## src/rtl/i2cm_pkg.sv

```systemverilog
package i2cm_pkg;
  localparam int RATE_W       = 3;
  localparam int BASE_QUARTER = 4;
  localparam int QCNT_W       = $clog2(BASE_QUARTER << ((1 << RATE_W) - 1)) + 1;
  localparam int BITS_PER_XFER = 9;
  localparam int STEP_W       = $clog2(BITS_PER_XFER * 4);
  localparam logic [STEP_W-1:0] LAST_STEP = STEP_W'(BITS_PER_XFER * 4 - 1);

  localparam logic [1:0] OFS_CTRL = 2'd0;
  localparam logic [1:0] OFS_STAT = 2'd1;
  localparam logic [1:0] OFS_DATA = 2'd2;

  localparam logic [7:0] ST_CODE_START   = 8'h08;
  localparam logic [7:0] ST_CODE_RESTART = 8'h10;
  localparam logic [7:0] ST_CODE_AW_ACK  = 8'h18;
  localparam logic [7:0] ST_CODE_AW_NACK = 8'h20;
  localparam logic [7:0] ST_CODE_TX_ACK  = 8'h28;
  localparam logic [7:0] ST_CODE_TX_NACK = 8'h30;
  localparam logic [7:0] ST_CODE_LOST    = 8'h38;
  localparam logic [7:0] ST_CODE_AR_ACK  = 8'h40;
  localparam logic [7:0] ST_CODE_AR_NACK = 8'h48;
  localparam logic [7:0] ST_CODE_RX_ACK  = 8'h50;
  localparam logic [7:0] ST_CODE_RX_NACK = 8'h58;
  localparam logic [7:0] ST_CODE_NONE    = 8'hF8;

  typedef enum logic [2:0] {
    SQ_IDLE, SQ_START, SQ_BYTE, SQ_HOLD, SQ_STOP
  } sq_state_t;

  // System clocks in one quarter of an SCL period.
  function automatic logic [QCNT_W-1:0] quarter_cycles(input logic [RATE_W-1:0] r);
    return QCNT_W'(BASE_QUARTER) << r;
  endfunction

  // Status code reported after the ninth clock of a byte.
  function automatic logic [7:0] byte_code(input logic was_addr, input logic rd_dir,
                                           input logic acked);
    if (was_addr) begin
      if (rd_dir) return acked ? ST_CODE_AR_ACK : ST_CODE_AR_NACK;
      return acked ? ST_CODE_AW_ACK : ST_CODE_AW_NACK;
    end
    if (rd_dir) return acked ? ST_CODE_RX_ACK : ST_CODE_RX_NACK;
    return acked ? ST_CODE_TX_ACK : ST_CODE_TX_NACK;
  endfunction
endpackage

```

## src/rtl/i2cm_quarter_tick.sv

```systemverilog
module i2cm_quarter_tick
  import i2cm_pkg::*;
(
  input  logic              clk,
  input  logic              rst_n,
  input  logic              run,
  input  logic [RATE_W-1:0] rate,
  output logic              tick
);
  logic [QCNT_W-1:0] cnt;
  logic [QCNT_W-1:0] reload;

  assign reload = quarter_cycles(rate) - QCNT_W'(1);

  always_ff @(posedge clk or negedge rst_n) begin
    if (!rst_n)                 cnt <= '0;
    else if (!run || cnt == '0) cnt <= reload;
    else                        cnt <= cnt - QCNT_W'(1);
  end

  assign tick = run && (cnt == '0);

  // a quarter is never shorter than two clocks
  assert_tick_spacing_R12: assert property (@(posedge clk) disable iff (!rst_n)
    tick |=> !tick);
endmodule

```

## src/rtl/i2cm_sequencer.sv

```systemverilog
module i2cm_sequencer
  import i2cm_pkg::*;
(
  input  logic       clk,
  input  logic       rst_n,
  input  logic       ena,
  input  logic       start_req,
  input  logic       stop_req,
  input  logic       flag,
  input  logic       ack_en,
  input  logic       tick,
  input  logic [7:0] tx_byte,
  input  logic       scl_s,
  input  logic       sda_s,
  output logic       run,
  output logic       scl_oe,
  output logic       sda_oe,
  output logic       set_flag,
  output logic [7:0] code,
  output logic       clr_start,
  output logic       clr_stop,
  output logic       rx_load,
  output logic [7:0] rx_byte
);
  sq_state_t         state;
  logic [STEP_W-1:0] step;
  logic              restart, addr_phase, rx_mode, hold_low, samp;
  logic [7:0]        sh;

  logic [3:0] bit_idx;
  logic       last_bit, rx_data, out_bit;
  logic       start_done, byte_done, stop_done, sample_now, shift_now, lost;

  assign bit_idx  = 4'(step >> 2);
  assign last_bit = (bit_idx == 4'(BITS_PER_XFER - 1));
  assign rx_data  = rx_mode && !addr_phase;
  assign out_bit  = last_bit ? (rx_data ? !ack_en : 1'b1) : (rx_data ? 1'b1 : sh[7]);

  assign start_done = tick && (state == SQ_START) && (step[1:0] == 2'd3);
  assign stop_done  = tick && (state == SQ_STOP)  && (step[1:0] == 2'd3);
  assign byte_done  = tick && (state == SQ_BYTE)  && (step == LAST_STEP);
  assign sample_now = tick && (state == SQ_BYTE)  && (step[1:0] == 2'd2);
  assign shift_now  = tick && (state == SQ_BYTE)  && (step[1:0] == 2'd3) && !last_bit;
  assign lost       = sample_now && !last_bit && !rx_data && sh[7] && !sda_s;

  assign run = (state == SQ_START) || (state == SQ_BYTE) || (state == SQ_STOP);

  always_comb begin
    scl_oe = 1'b0;
    sda_oe = 1'b0;
    unique case (state)
      SQ_HOLD:  begin scl_oe = 1'b1; sda_oe = hold_low; end
      SQ_START: begin scl_oe = (step[1:0] == 2'd0) || (step[1:0] == 2'd3);
                      sda_oe = step[1]; end
      SQ_BYTE:  begin scl_oe = !step[1]; sda_oe = !out_bit; end
      SQ_STOP:  begin scl_oe = (step[1:0] == 2'd0); sda_oe = !step[1]; end
      default:  ;
    endcase
  end

  assign set_flag  = start_done || byte_done || lost;
  assign code      = start_done ? (restart ? ST_CODE_RESTART : ST_CODE_START)
                   : lost       ? ST_CODE_LOST
                   : byte_code(addr_phase, rx_mode, !samp);
  assign clr_start = start_done;
  assign clr_stop  = stop_done;
  assign rx_load   = byte_done && rx_data;
  assign rx_byte   = sh;

  always_ff @(posedge clk or negedge rst_n) begin
    if (!rst_n) begin
      state <= SQ_IDLE; step <= '0; restart <= 1'b0; addr_phase <= 1'b0;
      rx_mode <= 1'b0; hold_low <= 1'b0; samp <= 1'b1; sh <= '0;
    end else if (!ena) begin
      state <= SQ_IDLE;
    end else begin
      unique case (state)
        SQ_IDLE: if (start_req && !flag && scl_s && sda_s) begin
          state <= SQ_START; step <= STEP_W'(1); restart <= 1'b0;
        end
        SQ_HOLD: if (!flag) begin
          step <= '0;
          if (stop_req)       state <= SQ_STOP;
          else if (start_req) begin state <= SQ_START; restart <= 1'b1; end
          else begin
            state <= SQ_BYTE;
            sh    <= tx_byte;
            if (addr_phase) rx_mode <= tx_byte[0];
          end
        end
        SQ_START: if (tick) begin
          if (step[1:0] == 2'd3) begin
            state <= SQ_HOLD; hold_low <= 1'b1; addr_phase <= 1'b1;
          end else step <= step + STEP_W'(1);
        end
        SQ_BYTE: if (lost) begin
          state <= SQ_IDLE;
        end else if (tick) begin
          if (sample_now) samp <= sda_s;
          if (shift_now)  sh   <= {sh[6:0], samp};
          if (step == LAST_STEP) begin
            state <= SQ_HOLD; hold_low <= 1'b0; addr_phase <= 1'b0;
          end else step <= step + STEP_W'(1);
        end
        SQ_STOP: if (tick) begin
          if (step[1:0] == 2'd3) state <= SQ_IDLE;
          else step <= step + STEP_W'(1);
        end
        default: state <= SQ_IDLE;
      endcase
    end
  end

  // within a byte, SDA is steady across any cycle where SCL stays released
  assert_sda_steady_scl_high_R5: assert property (@(posedge clk) disable iff (!rst_n)
    (state == SQ_BYTE && $past(state == SQ_BYTE) && !scl_oe && !$past(scl_oe))
      |-> (sda_oe == $past(sda_oe)));
  // with the flag pending and the bus still owned, SCL is pulled low
  assert_clock_frozen_R4: assert property (@(posedge clk) disable iff (!rst_n)
    (flag && ena && state != SQ_IDLE) |-> scl_oe);
  // bus events never coincide
  assert_single_event_R3: assert property (@(posedge clk) disable iff (!rst_n)
    $onehot0({start_done, byte_done, lost, stop_done}));
  // after a loss both lines are released on the next cycle
  assert_release_on_loss_R10: assert property (@(posedge clk) disable iff (!rst_n)
    lost |=> (!scl_oe && !sda_oe));
endmodule

```

## src/rtl/i2c_status_master.sv

```systemverilog
module i2c_status_master
  import i2cm_pkg::*;
(
  input  logic       clk,
  input  logic       rst_n,
  input  logic [1:0] reg_addr,
  input  logic       reg_wr,
  input  logic [7:0] reg_wdata,
  output logic [7:0] reg_rdata,
  output logic       irq,
  input  logic       scl_in,
  output logic       scl_oe,
  input  logic       sda_in,
  output logic       sda_oe
);
  logic              c_ena, c_start, c_stop, c_flag, c_ack;
  logic [RATE_W-1:0] c_rate;
  logic [7:0]        data_q, code_q;
  logic [1:0]        scl_sync, sda_sync;

  logic       run, tick, set_flag, clr_start, clr_stop, rx_load;
  logic [7:0] code, rx_byte;
  logic       wr_ctrl, wr_data;

  assign wr_ctrl = reg_wr && (reg_addr == OFS_CTRL);
  assign wr_data = reg_wr && (reg_addr == OFS_DATA);

  always_ff @(posedge clk or negedge rst_n) begin
    if (!rst_n) begin
      scl_sync <= 2'b11;
      sda_sync <= 2'b11;
    end else begin
      scl_sync <= {scl_sync[0], scl_in};
      sda_sync <= {sda_sync[0], sda_in};
    end
  end

  always_ff @(posedge clk or negedge rst_n) begin
    if (!rst_n) begin
      c_ena <= 1'b0; c_start <= 1'b0; c_stop <= 1'b0; c_flag <= 1'b0;
      c_ack <= 1'b0; c_rate <= '0; data_q <= '0; code_q <= ST_CODE_NONE;
    end else begin
      if (wr_ctrl) begin
        c_ena  <= reg_wdata[7];
        c_ack  <= reg_wdata[3];
        c_rate <= reg_wdata[RATE_W-1:0];
      end
      if (clr_start)    c_start <= 1'b0;
      else if (wr_ctrl) c_start <= reg_wdata[6];
      if (clr_stop)     c_stop <= 1'b0;
      else if (wr_ctrl) c_stop <= reg_wdata[5];
      if (set_flag)     c_flag <= 1'b1;
      else if (wr_ctrl) c_flag <= c_flag & reg_wdata[4];
      if (set_flag)     code_q <= code;
      if (wr_data)      data_q <= reg_wdata;
      else if (rx_load) data_q <= rx_byte;
    end
  end

  always_comb begin
    unique case (reg_addr)
      OFS_CTRL: reg_rdata = {c_ena, c_start, c_stop, c_flag, c_ack, c_rate};
      OFS_STAT: reg_rdata = c_flag ? code_q : ST_CODE_NONE;
      OFS_DATA: reg_rdata = data_q;
      default:  reg_rdata = 8'h00;
    endcase
  end

  assign irq = c_flag;

  i2cm_quarter_tick u_tick (
    .clk(clk), .rst_n(rst_n), .run(run), .rate(c_rate), .tick(tick)
  );

  i2cm_sequencer u_seq (
    .clk(clk), .rst_n(rst_n), .ena(c_ena), .start_req(c_start), .stop_req(c_stop),
    .flag(c_flag), .ack_en(c_ack), .tick(tick), .tx_byte(data_q),
    .scl_s(scl_sync[1]), .sda_s(sda_sync[1]), .run(run), .scl_oe(scl_oe),
    .sda_oe(sda_oe), .set_flag(set_flag), .code(code), .clr_start(clr_start),
    .clr_stop(clr_stop), .rx_load(rx_load), .rx_byte(rx_byte)
  );

  // enable and rate move only on a control write
  assert_cfg_untouched_R13: assert property (@(posedge clk) disable iff (!rst_n)
    !wr_ctrl |=> ($stable(c_ena) && $stable(c_rate)));
  // a pending interrupt always carries a real event code
  assert_code_present_R6: assert property (@(posedge clk) disable iff (!rst_n)
    c_flag |-> (code_q != ST_CODE_NONE));
  // finishing a STOP never raises the flag
  assert_stop_quiet_R11: assert property (@(posedge clk) disable iff (!rst_n)
    clr_stop |=> !c_flag);
endmodule

```

## config.mk

```make
export PLATFORM = sky130hd
export DESIGN_NAME = i2c_status_master
export DESIGN_NICKNAME = d
export VERILOG_FILES = /design/src/rtl/i2cm_pkg.sv /design/src/rtl/i2cm_quarter_tick.sv /design/src/rtl/i2cm_sequencer.sv /design/src/rtl/i2c_status_master.sv
export SDC_FILE = /design/constraint.sdc
export NUM_CORES = 1
export LEC_CHECK = 0
export CELL_PAD_IN_SITES_DETAIL_PLACEMENT = 0
export CELL_PAD_IN_SITES_GLOBAL_PLACEMENT = 1
export CORE_ASPECT_RATIO = 1.25
export CORE_MARGIN = 8
export CORE_UTILIZATION = 49
export DETAILED_ROUTE_END_ITERATION = 16
export GPL_ROUTABILITY_DRIVEN = 0
export PLACE_DENSITY_LB_ADDON = 0.1
export SLEW_MARGIN = 10
export SYNTH_ARGS = -nofsm -noshare
export SYNTH_HDL_FRONTEND = slang
export SYNTH_SLANG_ARGS = --single-unit
```

## constraint.sdc

```tcl
create_clock -name clk -period 3.7 [get_ports clk]
set_input_delay 0.555 -clock clk [delete_from_list [all_inputs] [get_ports clk]]
set_output_delay 0.555 -clock clk [all_outputs]
set_load 0.01 [all_outputs]
```

==> results of run 1 <==
## critical path: cells and delay by family, from the launching register on
| kind | cells | cell delay, ns |
|---|---|---|
| compound gates | 2 | 0.29 |
| buf+inv | 2 | 0.90 |
| flops | 1 | 0.67 |
| simple gates | 1 | 0.44 |
## stage by stage
step,area [sq um],setup WS (ns),util,cells
after detailed placement,3779,0.7137,0.5416,485
after CTS,3871,0.5403,0.5549,493
after floorplan,3520,1.550,-,390
after global routing,3871,0.3723,0.5549,493
after global placement,3779,0.7653,0.5416,485
final,3871,0.5320,0.5549,493
## registers in the layout, summed over array words and instances, names as in the netlist
signal and cells:
u_tick.cnt 10, data_q 8, u_seq.rx_byte 8, u_seq.step 6, code_q 5, c_rate 3, u_seq.state 3, scl_sync 2
sda_sync 2, c_ack 1, c_ena 1, c_start 1, c_stop 1, irq 1, u_seq.addr_phase 1, u_seq.restart 1
u_seq.rx_mode 1, u_seq.samp 1
## cells in the final DEF, fill, tap and decap left out, types with 10 or more instances in the layout
cell type / n
dfrtp_1: 46
nand2_1: 43
nor2_1: 42
a21oi_1: 25
o21ai_0: 24
clkdlybuf4s50_1: 24
mux2i_1: 18
inv_1: 15
a31oi_1: 13
nand3_1: 10
dfstp_2: 10
## final timing paths
check / start / endpoint / cells past startpoint
worst max-delay path: u_seq.state[0]$_DFFE_PN0P_ / sda_oe / 5
worst max register to register: u_seq.state[0]$_DFFE_PN0P_ / u_seq.rx_byte[6]$_DFFE_PN0P_ / 5
worst min-delay path: rst_n / u_seq.restart$_DFFE_PN0P_ / 1
max in group asynchronous: rst_n / u_seq.samp$_DFFE_PN1P_ / 2
worst min register to register: sda_sync[0]$_DFF_PN1_ / sda_sync[1]$_DFF_PN1_ / 0
min in group clk: sda_sync[0]$_DFF_PN1_ / sda_sync[1]$_DFF_PN1_ / 0
## cells by family (layout without fill, tap and decap cells)
logic type | Yosys count | count (layout) | synth area share
flip-flops | 56 | 56 | 0.4017
AND/OR/NAND/NOR | 154 | 154 | 0.2343
buffers and inverters | 40 | 53 | 0.05474
multiplexers | 28 | 28 | 0.08318
adder cells (fa/ha/maj) | 7 | 7 | 0.02488
AO/OA/AOI/OAI | 95 | 95 | 0.1763
XOR/XNOR | 10 | 10 | 0.02489
## layout make-up
cell class	instances	area share
tap	90	0.02909
clock inverter	3	0.006141
clock buffer	5	0.01778
multi-input combinational	294	0.4942
sequential	56	0.3652
timing repair buffer	30	0.07304
inverter	15	0.01454
## per-layer routing
metal  vias up  wire [um]
met5         -          0
met4         0        188
met3        16        335
met2        72       4147
met1      1366       4011
li1       1410          -
## power groups by stage
stage	combinational [W]	clock [W]	sequential, W
floorplan	0.000734	0	0.000847
global placement	0.000888	0	0.000929
detailed placement	0.000902	0	0.000929
CTS	0.000905	0.000361	0.000919
global route	0.00101	0.000387	0.000943
finish	0.000899	0.000352	0.000921
==> impl_metrics.py, run 1 <==
metrics = {
    "synth": {
        "synth_top_area_share": 0.3271,
        "synth_area_leaders": "dfrtp_1 33%, dfstp_2 7.5%, mux2i_1 5.1%",
        "async_flop_share": 1.000,
        "synth-edff-count": 0,
        "ys_warn_count": 0,
        "ys_seq_area_frac": 0.4017,
        "synthDistinctLibCells": 58,
        "synthCells": 390,
        "syn-num-nets": 412,
        "syn_area_sq_um": 3520,
        "synth_common_cells": "46 x dfrtp_1, 43 x nand2_1, 42 x nor2_1, 25 x a21oi_1, 24 x o21ai_0",
        "synth_top_cell_by_area": "dfrtp_1",
        "syn_area_per_cell_sq_um": 9.025,
        "ys_ff_latch": 56,
        "synth.most_common_cell": "dfrtp_1",
        "ys.flop_type": "dfrtp_1",
    },
    "critical_path": {
        "crit_arrival_ns": 2.61,
        "worst_path_max_delay_cell": "dfrtp_1",
        "crit_path_end_kind": "primary output",
        "slowest_delay_ns": 0.67,
        "cp.required_ns": 3.14,
        "crit_chain": "inv_1 -> nor2_1 -> a21oi_1 -> o21ai_0 -> clkdlybuf4s50_1",
        "r2r_slack_ns": 0.77,
        "crit_type": "register to primary output",
        "worst_setup_path_start_kind": "register",
        "cp_max_fo": 13,
    },
    "placement": {
        "hpwl_um": 6223,
        "numPortBuffers": 25,
    },
    "global_routing": {
        "met3_usage": 0.02846,
        "use_met1": 0.2289,
        "overflow": 0,
        "gr-usage-met2": 0.2850,
        "grt_max_degree": 38,
        "grtUsageTotal": 0.1762,
        "busiest_layer": "met2",
        "grt_pass1_wl_um": 14740,
        "antenna_found_initial": 0,
        "grt_pass1_vias": 2860,
    },
    "power": {
        "leakage_nw": 1.561,
        "p_total_w": 0.002172,
        "p_sw_frac": 0.4113,
        "p_seq_frac": 0.424,
        "switchingPower_w": 0.0008932,
        "internal-power_w": 0.001278,
        "pwr_density_cell_nw_per_um2": 561.0,
        "ir_drop_uv": 254.0,
        "comb_power_share": 0.414,
        "p_clk_frac": 0.162,
    },
    "route": {
        "drtAntennaViolNets": 0,
        "drt_iter0_drc": 137,
        "totalWireLength_um": 8683,
        "drc": 0,
        "firstDrtPassIters": 4,
        "routed_via_density": 5.809,
        "vias": 2864,
        "avgRoutedWirePerCell_um": 17.61,
    },
    "clock_tree": {
        "h-tree-depth": 2,
        "clkTransAtPathRegs_ns": 0.11,
        "clk_latency_ns": 0.32,
        "cts_setup_buffers": 0,
        "cts_buffer_depth": 2,
        "numCtsBuffers": 5,
        "cts_sinks": 56,
        "cts_tree": "done",
        "cts_root_buffer": "clkbuf_8",
        "cts_resized": 0,
        "hold_buffers": 0,
    },
    "timing": {
        "maxSlewViolCount": 0,
        "setup_viol": 0,
        "fin_crit_ns": 3.168,
        "worstMarginPinSlew_ns": 1.109,
        "max_slew_margin": 0.2589,
        "clock_skew_ns": 0.01425,
        "hold_viol_final": 0,
        "max_freq_mhz": 315.7,
        "setup_tns_ns": 0,
        "finalCritPeriodShare": 0.8562,
        "rsz0062_at_grt": "no",
        "holdWs_ns": 0.1875,
    },
    "cells_and_area": {
        "final_nets": 424,
        "diodes": 0,
        "multi_input_area_sq_um": 1913,
        "regArea_sq_um": 1414,
        "syn2layout_area_growth_pct": 9.989,
        "fill_cells": 662,
        "drive_gt1_frac": 0.1340,
    },
    "die": {
        "core-area_sq_um": 6977,
        "io_pins": 26,
        "initial_core_util": 0.5045,
        "die_x_um": 91.81,
        "die-area_sq_um": 10170,
        "die_h_um": 110.8,
        "rows": 34,
    },
    "status": {
        "status": "finished clean",
    },
    "worst_hold_path": {
        "hold_path_class": "input port to asynchronous set/reset pin",
    },
    "run": {
        "max_cap_violations": 0,
    },
}
Power figures use the tool's default switching activity.
==> run 2, diff against run 1 <==
--- a/config.mk
+++ b/config.mk
@@ -13,7 +13,6 @@
 export DETAILED_ROUTE_END_ITERATION = 16
 export GPL_ROUTABILITY_DRIVEN = 0
 export PLACE_DENSITY_LB_ADDON = 0.1
-export SLEW_MARGIN = 10
 export SYNTH_ARGS = -nofsm -noshare
 export SYNTH_HDL_FRONTEND = slang
 export SYNTH_SLANG_ARGS = --single-unit
==> results of run 2 <==
The final DEF is identical to that of run 1; final timing and power are the same.
